<file path="src/rtl/fbc_pkg.sv">
package fbc_pkg;
  // Where the node stands inside the current fairness interval.
  typedef enum logic [1:0] {
    IV_EMPTY = 2'd0,  // no interval opened since reset
    IV_FRESH = 2'd1,  // interval opened, nothing sent yet
    IV_USED  = 2'd2   // at least one packet sent in this interval
  } iv_phase_t;
endpackage

</file>
<file path="src/rtl/fbc_budget_counter.sv">
module fbc_budget_counter #(
  parameter int CNT_W = 4
) (
  input  logic             clk,
  input  logic             rst_n,
  input  logic             reload_i,
  input  logic [CNT_W-1:0] load_val_i,
  input  logic             consume_i,
  output logic [CNT_W-1:0] cnt_o
);
  logic [CNT_W-1:0] cnt_q;

  always_ff @(posedge clk) begin
    if (!rst_n)         cnt_q <= '0;
    else if (reload_i)  cnt_q <= load_val_i;
    else if (consume_i) cnt_q <= cnt_q - CNT_W'(1);
  end

  assign cnt_o = cnt_q;
endmodule

</file>
<file path="src/rtl/fbc_interval_phase.sv">
module fbc_interval_phase
  import fbc_pkg::*;
(
  input  logic      clk,
  input  logic      rst_n,
  input  logic      open_i,
  input  logic      consume_i,
  output iv_phase_t phase_o
);
  iv_phase_t phase_q;

  always_ff @(posedge clk) begin
    if (!rst_n)         phase_q <= IV_EMPTY;
    else if (open_i)    phase_q <= IV_FRESH;
    else if (consume_i) phase_q <= IV_USED;
  end

  assign phase_o = phase_q;
endmodule

</file>
<file path="src/rtl/fbc_request_gate.sv">
module fbc_request_gate
  import fbc_pkg::*;
#(
  parameter int CNT_W = 4
) (
  input  logic             pending_i,
  input  logic [CNT_W-1:0] cnt_i,
  input  iv_phase_t        phase_i,
  output logic             req_o,
  output logic             unfair_o
);
  logic have_budget;

  always_comb begin
    have_budget = (cnt_i != '0);
    req_o       = pending_i && have_budget;
    unfair_o    = req_o && (phase_i == IV_USED);
  end
endmodule

</file>
<file path="src/rtl/fair_budget_ctrl.sv">
module fair_budget_ctrl
  import fbc_pkg::*;
#(
  parameter int CODE_W = 2,
  localparam int MAX_BUDGET = 1 << ((1 << CODE_W) - 1),
  localparam int CNT_W = $clog2(MAX_BUDGET) + 1
) (
  input  logic              clk,
  input  logic              rst_n,
  input  logic [CODE_W-1:0] weight_i,
  input  logic              gap_i,
  input  logic              pending_i,
  input  logic              sent_i,
  output logic              arb_req_o,
  output logic              unfair_tag_o,
  output logic [CNT_W-1:0]  budget_o
);
  // Allowance for a weight: a power of two.
  function automatic logic [CNT_W-1:0] allowance(input logic [CODE_W-1:0] w);
    return CNT_W'(1) << w;
  endfunction

  // Named internal events, kept visible for the checker.
  logic             reload_ev;
  logic             consume_ev;
  logic [CNT_W-1:0] load_val;
  iv_phase_t        phase;

  assign reload_ev  = gap_i;
  assign consume_ev = sent_i && !gap_i && (budget_o != '0);
  assign load_val   = allowance(weight_i);

  fbc_budget_counter #(.CNT_W(CNT_W)) u_cnt (
    .clk        (clk),
    .rst_n      (rst_n),
    .reload_i   (reload_ev),
    .load_val_i (load_val),
    .consume_i  (consume_ev),
    .cnt_o      (budget_o)
  );

  fbc_interval_phase u_phase (
    .clk       (clk),
    .rst_n     (rst_n),
    .open_i    (reload_ev),
    .consume_i (consume_ev),
    .phase_o   (phase)
  );

  fbc_request_gate #(.CNT_W(CNT_W)) u_gate (
    .pending_i (pending_i),
    .cnt_i     (budget_o),
    .phase_i   (phase),
    .req_o     (arb_req_o),
    .unfair_o  (unfair_tag_o)
  );
endmodule

</file>
<file path="config.mk">
export PLATFORM = sky130hd
export DESIGN_NAME = fair_budget_ctrl
export DESIGN_NICKNAME = d
export VERILOG_FILES = /design/src/rtl/fbc_pkg.sv /design/src/rtl/fbc_budget_counter.sv /design/src/rtl/fbc_interval_phase.sv /design/src/rtl/fbc_request_gate.sv /design/src/rtl/fair_budget_ctrl.sv
export SDC_FILE = /design/constraint.sdc
export NUM_CORES = 1
export LEC_CHECK = 0
export BUFFER_PORTS_ARGS = -buffer_cell sky130_fd_sc_hd__buf_2
export CAP_MARGIN = 15
export CORE_AREA = 2 2 39 41
export DETAILED_ROUTE_END_ITERATION = 6
export DIE_AREA = 0 0 41 43
export PLACE_DENSITY = 0.49
export SYNTH_ARGS = -nofsm -noshare
export SYNTH_HDL_FRONTEND = slang
export SYNTH_HIERARCHICAL = 1
export SYNTH_SLANG_ARGS = --single-unit
export TNS_END_PERCENT = 30
</file>
<file path="constraint.sdc">
create_clock -name clk -period 2.4 [get_ports clk]
set_input_delay 0.24 -clock clk [delete_from_list [all_inputs] [get_ports clk]]
set_output_delay 0.24 -clock clk [all_outputs]
set_load 0.01 [all_outputs]
</file>
-- After elaboration in Yosys (flattened, before gate mapping)
Cells that the tools add are included.
- $add $sub $neg: 1
- equality and inequality tests: 1
- shift-type cells: 1
- muxes and demuxes: 4
- bitwise logic cells: 1
- reductions and logical operators: 8
- operator list (kind ; count):
    $mux W4 ; 2
    $logic_and A1 B1 Y1 ; 4
    $reduce_bool A4 Y1 ; 1
    $shl A1 B2 Y4 const A ; 1
    $sub A4 B1 Y4 const B ; 1
    $eq A2 B2 Y1 const B ; 1
    $mux W1 ; 2
    $reduce_bool A2 Y1 ; 1
    $reduce_or A2 Y1 ; 1
    $logic_not A1 Y1 ; 1
    $not A1 Y1 ; 1
- register bits: 6
- input bits: 7
- output and inout bits: 6

-- Longest topological paths before layout
Gate-level depths: netlist of run 1.
- depth in word-level cells: 5
- mapped depth: 5
- mapped depth without buffers: 5

-- Cells and area by module
The synthesis of run 1 kept the hierarchy.
- by module, submodules not included (module ; instances ; cells each ; area each (um^2)):
    fbc_budget_counter ; 1 ; 24 ; 217.7
    fbc_interval_phase ; 1 ; 6 ; 70.1
    fair_budget_ctrl ; 1 ; 6 ; 36.3
    fbc_request_gate ; 1 ; 2 ; 20.0

-- Worst setup path after synthesis of run 1
No wires, ideal clock.
- path type: register to register
- start: register u_cnt.cnt_q[0], in the netlist u_cnt/cnt_o[0]
- end: register u_cnt.cnt_q[3], in the netlist u_cnt/cnt_o[3]
- library setup time: 0.119 ns
- arrival: 1.616 ns
- required time: 2.281 ns
- path slack: 0.665 ns
- cell stages (with the launch flop): 6
- clock period less this slack: 1.735 ns
- path through: dfxtp_1 nor4_1 nor3b_1 nor4b_4 xnor2_1 a21oi_1
- longest elaborated chain between the ends: 3
- elaborated cells between the ends (all ways): 6
- classes of those cells: add/sub (1); mux (2); reduce/logical (3)
- RTL lines (element ; RTL line ; text):
    from (decl) ; fbc_budget_counter.sv:11 ; logic [CNT_W-1:0] cnt_q;
    from (signal assigned) ; fbc_budget_counter.sv:15 ; else if (reload_i) cnt_q <= load_val_i;
    from (signal assigned) ; fbc_budget_counter.sv:16 ; else if (consume_i) cnt_q <= cnt_q - CNT_W'(1);
    $reduce_bool A4 Y1 ; fair_budget_ctrl.sv:30 ; assign consume_ev = sent_i && !gap_i && (budget_o != '0);
    $logic_and A1 B1 Y1 ; fair_budget_ctrl.sv:30 ;
    named net consume_ev ; fair_budget_ctrl.sv:25 ; logic consume_ev;
    $reduce_bool A2 Y1 (no line) ; n/a ;
The timed path passes the listed nets, and every way through them passes these cells. The select of a mux whose other input is x is not followed.
A chain may end at the register's enable or synchronous reset.

-- Worst setup path in the final report of run 1
- start: register u_cnt.cnt_q[0], in the netlist u_cnt/cnt_o[0]
- end: register u_cnt.cnt_q[1], in the netlist u_cnt/cnt_o[1]
The elaborated chain is that of the path after synthesis.

==> metrics.txt, run 1 <==
Core Area 1380 um2; Buffers on Ports 12; Synth Area in Adders 3.64%; CTS buffer count 3; Top delay family on crit path flip-flops; TritonCTS clock tree built; Clock Skews 2.22 ps; Setup-failing EPs final 0; register area share after synthesis 34.9%; xor/xnor share of the synthesized area 7.64%; Critical Path AT 1810 ps; Synth Area in Compound Gates 17.8%; GRT overflow 0; # DRC 0; HP Class input pin to flop; Max-cap violations 0; slowest CP cell dfxtp_1; Global Route Usage Sum 8.05%; TNS Setup 0 ps; CP Capture Type flop; Final Hold Fails 0; fraction of layout cells with a size suffix above 1 35.2%; average size of a mapped cell 9.05 um2; kind of critical path flop to flop; Max-slew headroom 78.5%; worst r2r src u_cnt/cnt_o[0]; slowest stage delay, CP 470 ps; worst vdd ir 0.212 mV; initial drt markers 3; Final Instance Count excl. Fillers 70; post-synthesis simple-gate area fraction 32.7%; P_leak 0.196 nW; global-route wire length before repair 952 um; Inst Count DP 67; RSZ-0062 raised after global routing false; Synth top area share 34.9%; synth unique cells 20; top cells by area, synth dfxtp_1 (35%), nor4b_4 (6.9%), nor2b_1 (5.5%); CP Launch Type flop; pin count of the biggest net entering global routing 9; diodes inserted 0; WP buf/inv 1; Die Y 43 um; pwr/cell area 556 nW/um2; DR WL/cell 9.59 um; vias in the first global route 253; largest family of logic cells by synthesized area simple AND/OR/NAND/NOR gates; Slew Viols, Final 0; Tightest Pin Transition 321 ps; most common cell after layout, fill and taps aside buf_2; DIE AREA 1760 um2; status complete, no violations; cell count after synthesis 38; largest area contributor in the netlist dfxtp_1; crit path from u_cnt/cnt_o[0]; # IOs 13; # rows 14; vias per cell 4.47; initial antenna violation count 0; die width 41 um; CTS resizes 0; Initial Util 24.9%; Mapped Area 344 um2; # H-tree levels 1; CTS sink cnt 6; Root Buffer clkbuf_4; nets 64; first drt pass iteration count 4; clock slew at reported path FFs 40 ps; hold-fix buffer count after cts 0; Hold Path Origin rst_n; YS warnings 6; crit path time final 1660 ps; CP max FO 6; Area Overhead vs Synth 32.0%; Vias 313; Tcrit/Tclk final 69.0%; Max Root-Sink Buffers 2; Max Clk Rate 604 MHz; routability cong. 0.716; HPWL Detailed 540 um; WL final 671 um; postcts setup bufs 0; Final ANT Viol Nets 0; worst path required time 2550 ps; worst skew pair latency 230 ps; post-synthesis register bit count 6; commonest cells after routing, fill and taps aside buf_2 (12), dfxtp_1 (6); syn_nets 46; mux cell area share after synthesis 0%; Critical Path, Cell by Cell nor4_1 -> nor3b_1 -> buf_4 -> nor2_1 -> a211o_2 -> a21boi_0
sequential cells by signal (all words and copies together) (netlist names):
| signal | flops |
|---|---|
| u_phase/phase_o | 2 |
| u_cnt/cnt_o | 4 |
worst reg2reg max path, stage by stage, from the launching register on:
cell	delay, ps
dfxtp_1	470
nor4_1	90
nor3b_1	310
buf_4	200
nor2_1	40
a211o_2	300
a21boi_0	160
layout make-up:
class                           count  area, um2
Sequential cell                     6        120
Multi-Input combinational cell     29        213
Timing Repair Buffer               13       67.6
Fill cell                         152        930
Clock buffer                        3       22.5
Inverter                            3       11.3
Tap cell                           16       20.0
kinds of logic (layout without fill, tap and decap cells):
| family | after synthesis | in the layout |
|---|---|---|
| buffers and inverters | 3 | 19 |
| adders and majority gates | 1 | 1 |
| and+or+nand+nor | 16 | 16 |
| AOI/OAI and AO/OA | 9 | 9 |
| DFF | 6 | 6 |
| xor gates and xnor gates | 3 | 3 |
per-layer routing:
| layer | global-route usage (%) | vias to the layer above | part of all wire (%) |
|---|---|---|---|
| met2 | 12.8 | 9 | 52 |
| met3 | 1.57 | 0 | 5.8 |
| li1 | - | 166 | - |
| met4 | 6.00 | 0 | 0 |
| met1 | 8.74 | 138 | 43 |
| met5 | 0 | - | 0 |
path summary, 6_finish.rpt:
check | end | slack, ps | cells after the start
worst max-delay path | u_cnt/cnt_o[1] | 740 | 6
worst min-delay path | u_phase/phase_o[0] | 270 | 2
worst max register to register | u_cnt/cnt_o[1] | 740 | 6
worst min register to register | u_phase/phase_o[1] | 530 | 2
report_power, final:
| group | switching [mW] | internal [mW] | leakage [nW] |
|---|---|---|---|
| logic | 0.0235 | 0.0270 | 0.132 |
| clock network | 0.0302 | 0.0561 | 0.0138 |
| registers | 0.00901 | 0.107 | 0.0495 |
| total | 0.0628 | 0.190 | 0.196 |
per-stage QoR:
step	instance area [um2]	setup slack [ps]	hold WS [ps]	utilization [%]	total power, mW
after global placement	432	785	510	31.2	0.169
after global routing	454	625	274	32.8	0.269
after CTS	454	717	271	32.8	0.257
after floorplan	344	665	310	-	0.147
final	454	744	274	32.8	0.252
after detailed placement	432	716	513	31.2	0.169
Yosys cell counts (all sizes together):
master / count
a21boi: 1
nor2: 3
nor2b: 3
o41a: 1
and3b: 1
and2: 2
nor4: 1
dfxtp: 6
xor2: 1
xnor2: 2
o21ai: 3
a211o: 1
inv: 3
o21a: 1
a21oi: 2
nor4b: 1
nor3b: 2
nand2: 3
ha: 1
No activity file was read; power rests on OpenSTA's default activity.
==> run 2, diff against run 1 <==
clock period = 1.65 ns   (was 2.4 ns; I/O delays follow)
==> run 2 against run 1 <==
Net effect:
- critical path depth shrank 2
- setup slack lost 710 ps
- routed wire length grew 23%
- first-iteration DRC count is the same
- sequential share of layout area shrank 2.3 points
- register-to-register slack lost 590 ps
- utilization grew 3.1 points
- hold slack lost 73 ps
- cell area grew 9.4%
- combinational power grew 90%
- final cell count grew 7.1%
- clock skew shrank 0.82 ps
- highest routed layer unchanged
==> metrics.txt, run 2 (synthesis gave the netlist of run 1 again) <==
Area Overhead vs Synth 44.4% (was 32.0%); first drt pass iteration count 4 (unchanged); P_leak 0.224 nW (was 0.196 nW); routability cong. 0.704 (was 0.716); Root Buffer clkbuf_4 (unchanged); HP Class input pin to flop (unchanged); Buffers on Ports 12 (unchanged); status complete, no violations (unchanged); Core Area 1380 um2 (unchanged); HPWL Detailed 603 um (was 540 um); Global Route Usage Sum 10.7% (was 8.05%); Vias 333 (was 313); # IOs 13 (unchanged); postcts setup bufs 0 (unchanged); fill cell count 155 (was 152); Final Hold Fails 0 (unchanged); Sequential cell area 120 um2 (unchanged); fraction of layout cells with a size suffix above 1 42.4% (was 35.2%); crit path from u_cnt/cnt_o[1] (was u_cnt/cnt_o[0]); worst path required time 1480 ps (was 2550 ps); vias in the first global route 305 (was 253); vias per cell 4.44 (was 4.47); sequential power share 40.9% (was 45.8%); pin count of the biggest net entering global routing 9 (unchanged); worst r2r src u_cnt/cnt_o[3] (was u_cnt/cnt_o[0]); Final ANT Viol Nets 0 (unchanged); diodes inserted 0 (unchanged); R2R depth 6 (unchanged); kind of critical path flop to primary output (was flop to flop); DIE AREA 1760 um2 (unchanged); Max-cap violations 0 (unchanged); Total Power 0.393 mW (was 0.252 mW); worst vdd ir 0.178 mV (was 0.212 mV); pwr/cell area 792 nW/um2 (was 556 nW/um2); worst skew pair latency 240 ps (was 230 ps); dpl cell area 452 um2 (was 432 um2); TritonCTS clock tree built (unchanged); Die Y 43 um (unchanged); Clock Power Share 34.6% (was 34.2%); DR WL/cell 11.0 um (was 9.59 um); multi-input logic area 218 um2 (was 213 um2); die width 41 um (unchanged); CP max FO 5 (was 6); CTS sink cnt 6 (unchanged); clock slew at reported path FFs 50 ps (was 40 ps); Cell Int Power 0.287 mW (was 0.190 mW); Sw Ratio 27.1% (was 24.9%); most common cell after layout, fill and taps aside buf_2 (unchanged); Max Clk Rate 617 MHz; Slew Viols, Final 0 (unchanged); global-route wire length before repair 1.23 mm (was 952 um); commonest cells after routing, fill and taps aside buf_2 (12), buf_4 (6), dfxtp_1 (6) (was buf_2 (12), dfxtp_1 (6)); nets 69 (was 64); # DRC 0 (unchanged); final core utilization 35.9% (was 32.8%); r2r setup slk 150 ps (was 740 ps); WL final 825 um (was 671 um); Tightest Pin Transition 420 ps (was 321 ps); Critical Path AT 1460 ps (was 1810 ps); hold-fix buffer count after cts 0 (unchanged); reg-to-reg endpoint u_cnt/cnt_o[0] (was u_cnt/cnt_o[1]); CTS resizes 0 (unchanged); max reg flops 4 (unchanged); Tcrit/Tclk final 98.2%; sw power 0.107 mW (was 0.0628 mW); CP Capture Type primary output (was flop); RSZ-0062 raised after global routing true (was false); GRT overflow 0 (unchanged); Hold Path Origin rst_n (unchanged); CP Launch Type flop (unchanged); TNS Setup 0 ps (unchanged); CTS buffer count 3 (unchanged); Hold Crit Depth 2 (unchanged); Comb power frac 24.5% (was 20.0%); # H-tree levels 1 (unchanged); Max Root-Sink Buffers 2 (unchanged); initial drt markers 3 (unchanged); Finished Cell Area 497 um2 (was 454 um2); Setup-failing EPs final 0 (unchanged); Hold EP u_phase/phase_o[0] (unchanged); crit path time final 1620 ps; Initial Util 24.9% (unchanged); Max-slew headroom 71.9% (was 78.5%); # rows 14 (unchanged); initial antenna violation count 0 (unchanged); Clock Skews 1.40 ps (was 2.22 ps)
==> run 2: cell types whose count changed in the layout (fill, tap and decap cells not counted), sizes merged <==
cell  change
buf       +5
==> run 2: area by class of cell <==
class                      instances  share of cell area, %
clock buffer                       3                   4.53
inverter                           3                   2.27
multi-input combinational         29                   43.8
sequential                         6                   24.2
tap                               16                   4.03
timing repair buffer              18                   21.2
==> run 2: worst max-delay path, cell delays in order, from the launching register on <==
cell     delay, ps
dfxtp_1        310
buf_4          150
o41a_1         430
and3b_1        180
buf_2          130
==> run 2: how the worst max path moves through the flow <==
stage | slack, ps | cells after the start | end
after global placement | 90 | 5 | u_cnt/cnt_o[3]
after CTS | 9 | 4 | unfair_tag_o
after global routing | -30 | 4 | unfair_tag_o
after detailed placement | 120 | 5 | u_cnt/cnt_o[3]
final | 30 | 4 | unfair_tag_o
after floorplan | 140 | 5 | u_cnt/cnt_o[3]
==> run 2: metrics by stage <==
step / worst slack (ps) / hold WS [ps] / instances
floorplan: 137 / 235 / 38
global placement: 93.0 / 435 / 69
detailed placement: 117 / 448 / 69
CTS: 8.61 / 187 / 72
global route: -29.1 / 195 / 75
finish: 29.6 / 200 / 75
==> run 2: power by group through the flow <==
| stage | sequential [mW] | clock, mW | combinational, mW |
|---|---|---|---|
| after global placement | 0.164 | 0 | 0.0886 |
| final | 0.161 | 0.136 | 0.0962 |
| after floorplan | 0.172 | 0 | 0.0436 |
| after CTS | 0.161 | 0.145 | 0.0900 |
| after detailed placement | 0.164 | 0 | 0.0891 |
| after global routing | 0.161 | 0.153 | 0.107 |
==> run 2: layer usage <==
layer	wire length, um	global-route usage, %	share of wire [%]
met1	397	13.2	48
met2	392	15.0	48
met3	35	1.57	4.2
met4	0	10.0	0
met5	0	0	0
